[src/rtl/sercmd_pkg.sv]
package sercmd_pkg;

    localparam int STB_W     = 11;
    localparam int STS_W     = 56;
    localparam int SYNC_CLKS = 3;
    localparam int CMD_BITS  = 8;
    localparam int CNT_W     = 6;

    typedef enum logic [2:0] {
        ST_IDLE,
        ST_CSYNC,
        ST_CDATA,
        ST_SKIP,
        ST_SSYNC,
        ST_SDATA,
        ST_STAIL
    } frame_state_e;

    typedef struct packed {
        logic        play;
        logic        pause;
        logic        stop;
        logic        access;
        logic        error;
        logic [2:0]  rsv;
        logic [15:0] folder;
        logic [15:0] file;
        logic [7:0]  minutes;
        logic [7:0]  seconds;
    } status_word_t;

    typedef struct packed {
        logic       known;
        logic       rd;
        logic [3:0] idx;
    } cmd_dec_t;

    function automatic cmd_dec_t decode_cmd(input logic [7:0] code);
        cmd_dec_t d;
        d       = '0;
        d.known = 1'b1;
        case (code)
            8'h01:   d.idx = 4'd0;
            8'h02:   d.idx = 4'd1;
            8'h03:   d.idx = 4'd2;
            8'h04:   d.idx = 4'd3;
            8'h05:   d.idx = 4'd4;
            8'h06:   d.idx = 4'd5;
            8'h08:   d.idx = 4'd6;
            8'h09:   d.rd  = 1'b1;
            8'h0A:   d.idx = 4'd7;
            8'h0B:   d.idx = 4'd8;
            8'h0C:   d.idx = 4'd9;
            8'h0D:   d.idx = 4'd10;
            default: d.known = 1'b0;
        endcase
        return d;
    endfunction

    function automatic logic [STB_W-1:0] strobe_of(input cmd_dec_t d);
        logic [STB_W-1:0] v;
        v = '0;
        if (d.known && !d.rd) v[d.idx] = 1'b1;
        return v;
    endfunction

endpackage

[src/rtl/sercmd_sync.sv]
module sercmd_sync #(
    parameter int W = 2
) (
    input  logic         clk,
    input  logic         rst,
    input  logic [W-1:0] din,
    output logic [W-1:0] lvl,
    output logic [W-1:0] rise,
    output logic [W-1:0] fall
);
    for (genvar i = 0; i < W; i++) begin : g_line
        logic [2:0] sh;
        always_ff @(posedge clk) begin
            if (rst) sh <= '0;
            else     sh <= {sh[1:0], din[i]};
        end
        assign lvl[i]  = sh[1];
        assign rise[i] = sh[1] & ~sh[2];
        assign fall[i] = ~sh[1] & sh[2];
    end
endmodule

[src/rtl/sercmd_timer.sv]
module sercmd_timer #(
    parameter int TICK_DIV  = 10,
    parameter int PULSE_MAX = 200,
    parameter int CMD_GAP   = 2200,
    parameter int STS_GAP   = 500
) (
    input  logic clk,
    input  logic rst,
    input  logic host_edge,
    input  logic load_cmd_gap,
    input  logic load_sts_gap,
    output logic tick,
    output logic pulse_long,
    output logic gap_busy
);
    localparam int GAP_MAX = (CMD_GAP > STS_GAP) ? CMD_GAP : STS_GAP;
    localparam int GW      = $clog2(GAP_MAX + 1);
    localparam int PW      = $clog2(PULSE_MAX + 1);

    if (TICK_DIV <= 1) begin : g_fast
        assign tick = 1'b1;
    end else begin : g_div
        localparam int DW = $clog2(TICK_DIV);
        logic [DW-1:0] div_q;
        always_ff @(posedge clk) begin
            if (rst)                              div_q <= '0;
            else if (div_q == DW'(TICK_DIV - 1))  div_q <= '0;
            else                                  div_q <= div_q + 1'b1;
        end
        assign tick = (div_q == DW'(TICK_DIV - 1));
    end

    logic [PW-1:0] pw_q;
    always_ff @(posedge clk) begin
        if (rst || host_edge)                       pw_q <= '0;
        else if (tick && pw_q != PW'(PULSE_MAX))    pw_q <= pw_q + 1'b1;
    end
    assign pulse_long = (pw_q == PW'(PULSE_MAX));

    logic [GW-1:0] gap_q;
    always_ff @(posedge clk) begin
        if (rst)                       gap_q <= '0;
        else if (load_sts_gap)         gap_q <= GW'(STS_GAP);
        else if (load_cmd_gap)         gap_q <= GW'(CMD_GAP);
        else if (tick && gap_q != '0)  gap_q <= gap_q - 1'b1;
    end
    assign gap_busy = (gap_q != '0);
endmodule

[src/rtl/sercmd_status.sv]
module sercmd_status
    import sercmd_pkg::*;
#(
    parameter int OUT_DLY = 5
) (
    input  logic         clk,
    input  logic         rst,
    input  logic         tick,
    input  logic         capture,
    input  status_word_t word_in,
    input  logic         bit_req,
    input  logic         clear,
    output logic         sts_o
);
    localparam int DLW = $clog2(OUT_DLY + 1);

    logic [STS_W-1:0] shadow_q;
    logic [DLW-1:0]   dly_q;
    logic             pend_q;
    logic             sts_q;

    always_ff @(posedge clk) begin
        if (rst) begin
            shadow_q <= '0;
            dly_q    <= '0;
            pend_q   <= 1'b0;
            sts_q    <= 1'b0;
        end else if (clear) begin
            pend_q <= 1'b0;
            sts_q  <= 1'b0;
        end else begin
            if (capture) shadow_q <= word_in;
            if (bit_req) begin
                pend_q <= 1'b1;
                dly_q  <= DLW'(OUT_DLY);
            end else if (pend_q) begin
                if (dly_q == '0) begin
                    sts_q    <= shadow_q[STS_W-1];
                    shadow_q <= {shadow_q[STS_W-2:0], 1'b0};
                    pend_q   <= 1'b0;
                end else if (tick) begin
                    dly_q <= dly_q - 1'b1;
                end
            end
        end
    end
    assign sts_o = sts_q;
endmodule

[src/rtl/sercmd_frame.sv]
module sercmd_frame
    import sercmd_pkg::*;
(
    input  logic             clk,
    input  logic             rst,
    input  logic             hc_rise,
    input  logic             hc_fall,
    input  logic             hd_lvl,
    input  logic             pulse_long,
    input  logic             gap_busy,
    input  logic             standby,
    output logic [STB_W-1:0] stb,
    output logic             capture,
    output logic             bit_req,
    output logic             clear,
    output logic             load_cmd_gap,
    output logic             load_sts_gap
);
    frame_state_e     state_q;
    logic [CNT_W-1:0] cnt_q;
    logic [6:0]       shreg_q;
    logic [STB_W-1:0] stb_q;

    logic [7:0] code_now;
    cmd_dec_t   dec;
    logic       in_frame;
    logic       timeout;
    logic       last_bit;
    logic       tail_end;

    assign code_now = {shreg_q, hd_lvl};
    assign dec      = decode_cmd(code_now);
    assign in_frame = (state_q != ST_IDLE);
    assign timeout  = in_frame && pulse_long;
    assign last_bit = (state_q == ST_CDATA) && hc_rise && !timeout
                      && (cnt_q == CNT_W'(CMD_BITS - 1));
    assign tail_end = (state_q == ST_STAIL) && hc_fall && !timeout;

    assign capture      = last_bit && dec.rd && !standby;
    assign bit_req      = (state_q == ST_SDATA) && hc_rise && !timeout && !standby;
    assign clear        = timeout || standby || tail_end;
    assign load_cmd_gap = last_bit;
    assign load_sts_gap = tail_end;
    assign stb          = stb_q;

    always_ff @(posedge clk) begin
        if (rst) begin
            state_q <= ST_IDLE;
            cnt_q   <= '0;
            shreg_q <= '0;
            stb_q   <= '0;
        end else begin
            stb_q <= '0;
            if (timeout) begin
                state_q <= ST_IDLE;
            end else begin
                case (state_q)
                    ST_IDLE: if (hc_rise) begin
                        state_q <= gap_busy ? ST_SKIP : ST_CSYNC;
                        cnt_q   <= CNT_W'(1);
                    end
                    ST_CSYNC: if (hc_rise) begin
                        if (cnt_q == CNT_W'(SYNC_CLKS - 1)) begin
                            state_q <= ST_CDATA;
                            cnt_q   <= '0;
                        end else begin
                            cnt_q <= cnt_q + 1'b1;
                        end
                    end
                    ST_CDATA: if (hc_rise) begin
                        shreg_q <= code_now[6:0];
                        if (last_bit) begin
                            stb_q   <= strobe_of(dec);
                            state_q <= (dec.rd && !standby) ? ST_SSYNC : ST_IDLE;
                            cnt_q   <= '0;
                        end else begin
                            cnt_q <= cnt_q + 1'b1;
                        end
                    end
                    ST_SKIP: if (hc_rise) begin
                        if (cnt_q == CNT_W'(SYNC_CLKS + CMD_BITS - 1)) state_q <= ST_IDLE;
                        else                                           cnt_q   <= cnt_q + 1'b1;
                    end
                    ST_SSYNC: begin
                        if (standby) begin
                            state_q <= ST_IDLE;
                        end else if (hc_rise) begin
                            if (cnt_q == CNT_W'(SYNC_CLKS - 1)) begin
                                state_q <= ST_SDATA;
                                cnt_q   <= '0;
                            end else begin
                                cnt_q <= cnt_q + 1'b1;
                            end
                        end
                    end
                    ST_SDATA: begin
                        if (standby) begin
                            state_q <= ST_IDLE;
                        end else if (hc_rise) begin
                            if (cnt_q == CNT_W'(STS_W - 1)) state_q <= ST_STAIL;
                            else                            cnt_q   <= cnt_q + 1'b1;
                        end
                    end
                    ST_STAIL: begin
                        if (standby || hc_fall) state_q <= ST_IDLE;
                    end
                    default: state_q <= ST_IDLE;
                endcase
            end
        end
    end
endmodule

[src/rtl/sercmd_port.sv]
module sercmd_port
    import sercmd_pkg::*;
#(
    parameter int TICK_DIV        = 10,
    parameter int PULSE_MAX_TICKS = 200,
    parameter int CMD_GAP_TICKS   = 2200,
    parameter int STS_GAP_TICKS   = 500,
    parameter int OUT_DLY_TICKS   = 5
) (
    input  logic             clk,
    input  logic             rst,
    input  logic             host_clk,
    input  logic             host_data,
    input  logic             standby,
    input  logic             play_flag,
    input  logic             pause_flag,
    input  logic             stop_flag,
    input  logic             access_flag,
    input  logic             error_flag,
    input  logic [15:0]      folder_num,
    input  logic [15:0]      file_num,
    input  logic [7:0]       time_min_bcd,
    input  logic [7:0]       time_sec_bcd,
    output logic [STB_W-1:0] cmd_stb,
    output logic             sts_out
);
    logic [1:0] s_lvl, s_rise, s_fall;
    logic tick, pulse_long, gap_busy;
    logic capture, bit_req, clear, load_cmd_gap, load_sts_gap;
    status_word_t live_word;

    sercmd_sync #(.W(2)) u_sync (
        .clk  (clk),
        .rst  (rst),
        .din  ({host_data, host_clk}),
        .lvl  (s_lvl),
        .rise (s_rise),
        .fall (s_fall)
    );

    sercmd_timer #(
        .TICK_DIV  (TICK_DIV),
        .PULSE_MAX (PULSE_MAX_TICKS),
        .CMD_GAP   (CMD_GAP_TICKS),
        .STS_GAP   (STS_GAP_TICKS)
    ) u_timer (
        .clk          (clk),
        .rst          (rst),
        .host_edge    (s_rise[0] | s_fall[0]),
        .load_cmd_gap (load_cmd_gap),
        .load_sts_gap (load_sts_gap),
        .tick         (tick),
        .pulse_long   (pulse_long),
        .gap_busy     (gap_busy)
    );

    sercmd_frame u_frame (
        .clk          (clk),
        .rst          (rst),
        .hc_rise      (s_rise[0]),
        .hc_fall      (s_fall[0]),
        .hd_lvl       (s_lvl[1]),
        .pulse_long   (pulse_long),
        .gap_busy     (gap_busy),
        .standby      (standby),
        .stb          (cmd_stb),
        .capture      (capture),
        .bit_req      (bit_req),
        .clear        (clear),
        .load_cmd_gap (load_cmd_gap),
        .load_sts_gap (load_sts_gap)
    );

    always_comb begin
        live_word         = '0;
        live_word.play    = play_flag;
        live_word.pause   = pause_flag;
        live_word.stop    = stop_flag;
        live_word.access  = access_flag;
        live_word.error   = error_flag;
        live_word.folder  = folder_num;
        live_word.file    = file_num;
        live_word.minutes = time_min_bcd;
        live_word.seconds = time_sec_bcd;
    end

    sercmd_status #(.OUT_DLY(OUT_DLY_TICKS)) u_status (
        .clk     (clk),
        .rst     (rst),
        .tick    (tick),
        .capture (capture),
        .word_in (live_word),
        .bit_req (bit_req),
        .clear   (clear),
        .sts_o   (sts_out)
    );
endmodule

[config.mk]
export PLATFORM = sky130hd
export DESIGN_NAME = sercmd_port
export DESIGN_NICKNAME = d
export VERILOG_FILES = /design/src/rtl/sercmd_pkg.sv /design/src/rtl/sercmd_sync.sv /design/src/rtl/sercmd_timer.sv /design/src/rtl/sercmd_status.sv /design/src/rtl/sercmd_frame.sv /design/src/rtl/sercmd_port.sv
export SDC_FILE = /design/constraint.sdc
export NUM_CORES = 1
export LEC_CHECK = 0
export BUFFER_PORTS_ARGS = -buffer_cell sky130_fd_sc_hd__buf_2
export CAP_MARGIN = 25
export CORE_MARGIN = 3
export CORE_UTILIZATION = 50
export CTS_BUF_LIST = sky130_fd_sc_hd__clkbuf_16
export CTS_CLUSTER_DIAMETER = 60
export DETAILED_ROUTE_END_ITERATION = 7
export PLACE_DENSITY = 0.75
export SETUP_SLACK_MARGIN = 0.05
export SLEW_MARGIN = 40
export SYNTH_ARGS = -nofsm -noshare
export SYNTH_HDL_FRONTEND = slang
export SYNTH_HIERARCHICAL = 1
export SYNTH_SLANG_ARGS = --single-unit
[constraint.sdc]
create_clock -name clk -period 2.7 [get_ports clk]
set_input_delay 0.135 -clock clk [delete_from_list [all_inputs] [get_ports clk]]
set_output_delay 0.135 -clock clk [all_outputs]
set_load 0.01 [all_outputs]
==> flow_summary.ini <==
[status]
status = finished clean

[route]
routedWlPerCell_um = 16.4
first_iter_violations = 396
firstDrtPassIters = 5
wirelength_mm = 13.9
drc_errors = 0
ant_nets = 0
vias_per_cell = 6.15
route.vias.total = 5230

[place]
gp_congestion = 0.848
dp.cells = 810
hpwl_mm = 8.81
portBuffers = 69

[final_layout]
n_antenna_cell = 0
final_core_util_pct = 63.0
final_cell_count_no_fill = 851
drive_gt1_share_pct = 23.6
fillerInstances = 914
num-nets-final = 762
final_common_cell = dfxtp_1
syn2layout_area_growth_pct = 20.7
mostFrequentLayoutCells = 117 x dfxtp_1, 69 x buf_2, 65 x nor3_1, 65 x mux2i_1, 51 x a221o_1

[cts]
cts.sinks = 117
cts.clk_slew.worst_paths_ns = 0.06
numCtsBuffers = 17
clock_latency_ns = 0.41
cts_root_buf = clkbuf_16
cts_max_path_buffers = 2
cts_tree = built
htreeDepth = 4

[timing]
fin_crit_ns = 2.54
setup_viol_count_final = 0
finalCritPeriodShare_pct = 94.1
skew_ns = 0.0111
worstMarginPinSlew_ns = 0.774
max_freq_mhz = 394
setup-tns-final_ns = 0
relSlewSlack_pct = 47.9
final_hold_viol_count = 0
hold_ws_ns = 0.112
rsz0062_at_grt = yes
finalMaxSlewViolations = 0

[worst_hold_path]
hold_path_startpoint = pause_flag
hp-class = in2reg

[global_routing]
grt_overflow = 0
antenna_found_initial = 0
grt_pass1_vias = 4993
grt_pass1_wl_mm = 23.0
grt_max_degree = 58
busiest_layer = met2
gr-usage-met3_pct = 5.65
grt_use_met1_pct = 27.0
grt_use_total_pct = 20.8
met2_usage_pct = 32.9

[setup_path]
critical-path-max-stage-delay_ns = 0.42
path_cells = inv_1 > ha_1 > nand2_1 > nor3_2 > buf_4 > a21o_1 > a221o_2 > or2_2 > buf_8 > nor3_1 > a221o_1
worstSetupEndpointType = flip-flop
arrival_ns = 2.89
cp-start-kind = flip-flop
startpoint = u_timer/pw_q[0]
reg2reg_from = u_timer/pw_q[0]
cp.required_ns = 3.05
crit_type = reg2reg
critPathMaxFanout = 57
critPathSlowestCell = a221o_2

[floorplanning]
die_y_um = 116
die_x_um = 116
initial_core_util_pct = 52.2
core_area_um2 = 11600
num_rows = 39
pin_count = 70
dieArea_um2 = 13500

[power]
p_leak_nw = 2.76
ir_drop_uv = 395
powerDensity_nw_per_um2 = 623

[synthesis]
yosysWarnings = 6
synth_area_um2 = 6060
synthCells = 629
syn_area_per_cell_um2 = 9.64

[job]
cap_violations = 0
## through the flow
step	total power, W	worst slack [ns]	cell area (um^2)
6_report	0.00456	0.159	7320
5_1_grt	0.00472	-0.0154	7320
4_1_cts	0.00458	0.0677	7190
3_5_place_dp	0.00213	0.0743	6520
3_3_place_gp	0.00212	0.171	6520
2_1_floorplan	0.00201	0.0887	6080
## worst max-delay path: cells and delay by family (launching register included)
kind | cells | cell delay [ns]
AO/OA/AOI/OAI | 3 | 0.72
flip-flops | 1 | 0.35
adder cells (fa/ha/maj) | 1 | 0.19
buffers and inverters | 3 | 0.44
AND/OR/NAND/NOR | 4 | 0.75
## state kept, by name, summed over array words and instances, names as in the netlist
| signal | cells |
|---|---|
| u_status/shadow_q | 56 |
| u_timer/gap_q | 12 |
| u_frame/stb | 11 |
| u_timer/pw_q | 8 |
| u_frame/shreg_q | 7 |
| u_frame/cnt_q | 6 |
| u_sync/g_line.sh | 5 |
| u_timer/g_div.div_q | 4 |
| u_frame/state_q | 3 |
| u_status/dly_q | 3 |
| u_status/pend_q | 1 |
| u_status/sts_o | 1 |
## final timing paths
kind | endpoint | cells past startpoint | slack [ns]
worst max-delay path | u_status/shadow_q[3] | 11 | 0.16
worst min-delay path | u_status/shadow_q[54] | 4 | 0.11
worst max register to register | u_status/shadow_q[3] | 11 | 0.16
worst min register to register | u_status/dly_q[0] | 1 | 0.45
## what timing repair did
item                                    in CTS  in global routing
buffers inserted                             0                  5
hold endpoints to repair                     2                  0
hold buffers                                 2                  0
gates resized for setup                      0                 16
endpoints found under the setup margin       0                 55
## where the power goes
part           switching [W]  leakage, nW  internal, W
clock               0.000748        0.329      0.00170
sequential         0.0000125        0.944      0.00175
combinational       0.000198         1.49     0.000150
total               0.000959         2.76      0.00360
## metal layers
layer | routed length, um | vias to the layer above
li1 | - | 2551
met1 | 6190 | 2521
met2 | 6830 | 132
met3 | 697 | 26
met4 | 229 | 0
met5 | 0 | -
## area by class of cell
| class | instances | area (um^2) | share of cell area [%] |
|---|---|---|---|
| multi-input cells | 445 | 3420 | 46.7 |
| flip-flops and latches | 117 | 2340 | 32.0 |
| repair buffers | 95 | 662 | 9.04 |
| clock buffers | 17 | 425 | 5.81 |
| clock inverters | 15 | 219 | 2.99 |
| well taps | 143 | 179 | 2.44 |
| inverters | 19 | 71.3 | 0.974 |
Power figures use the tool's default switching activity.
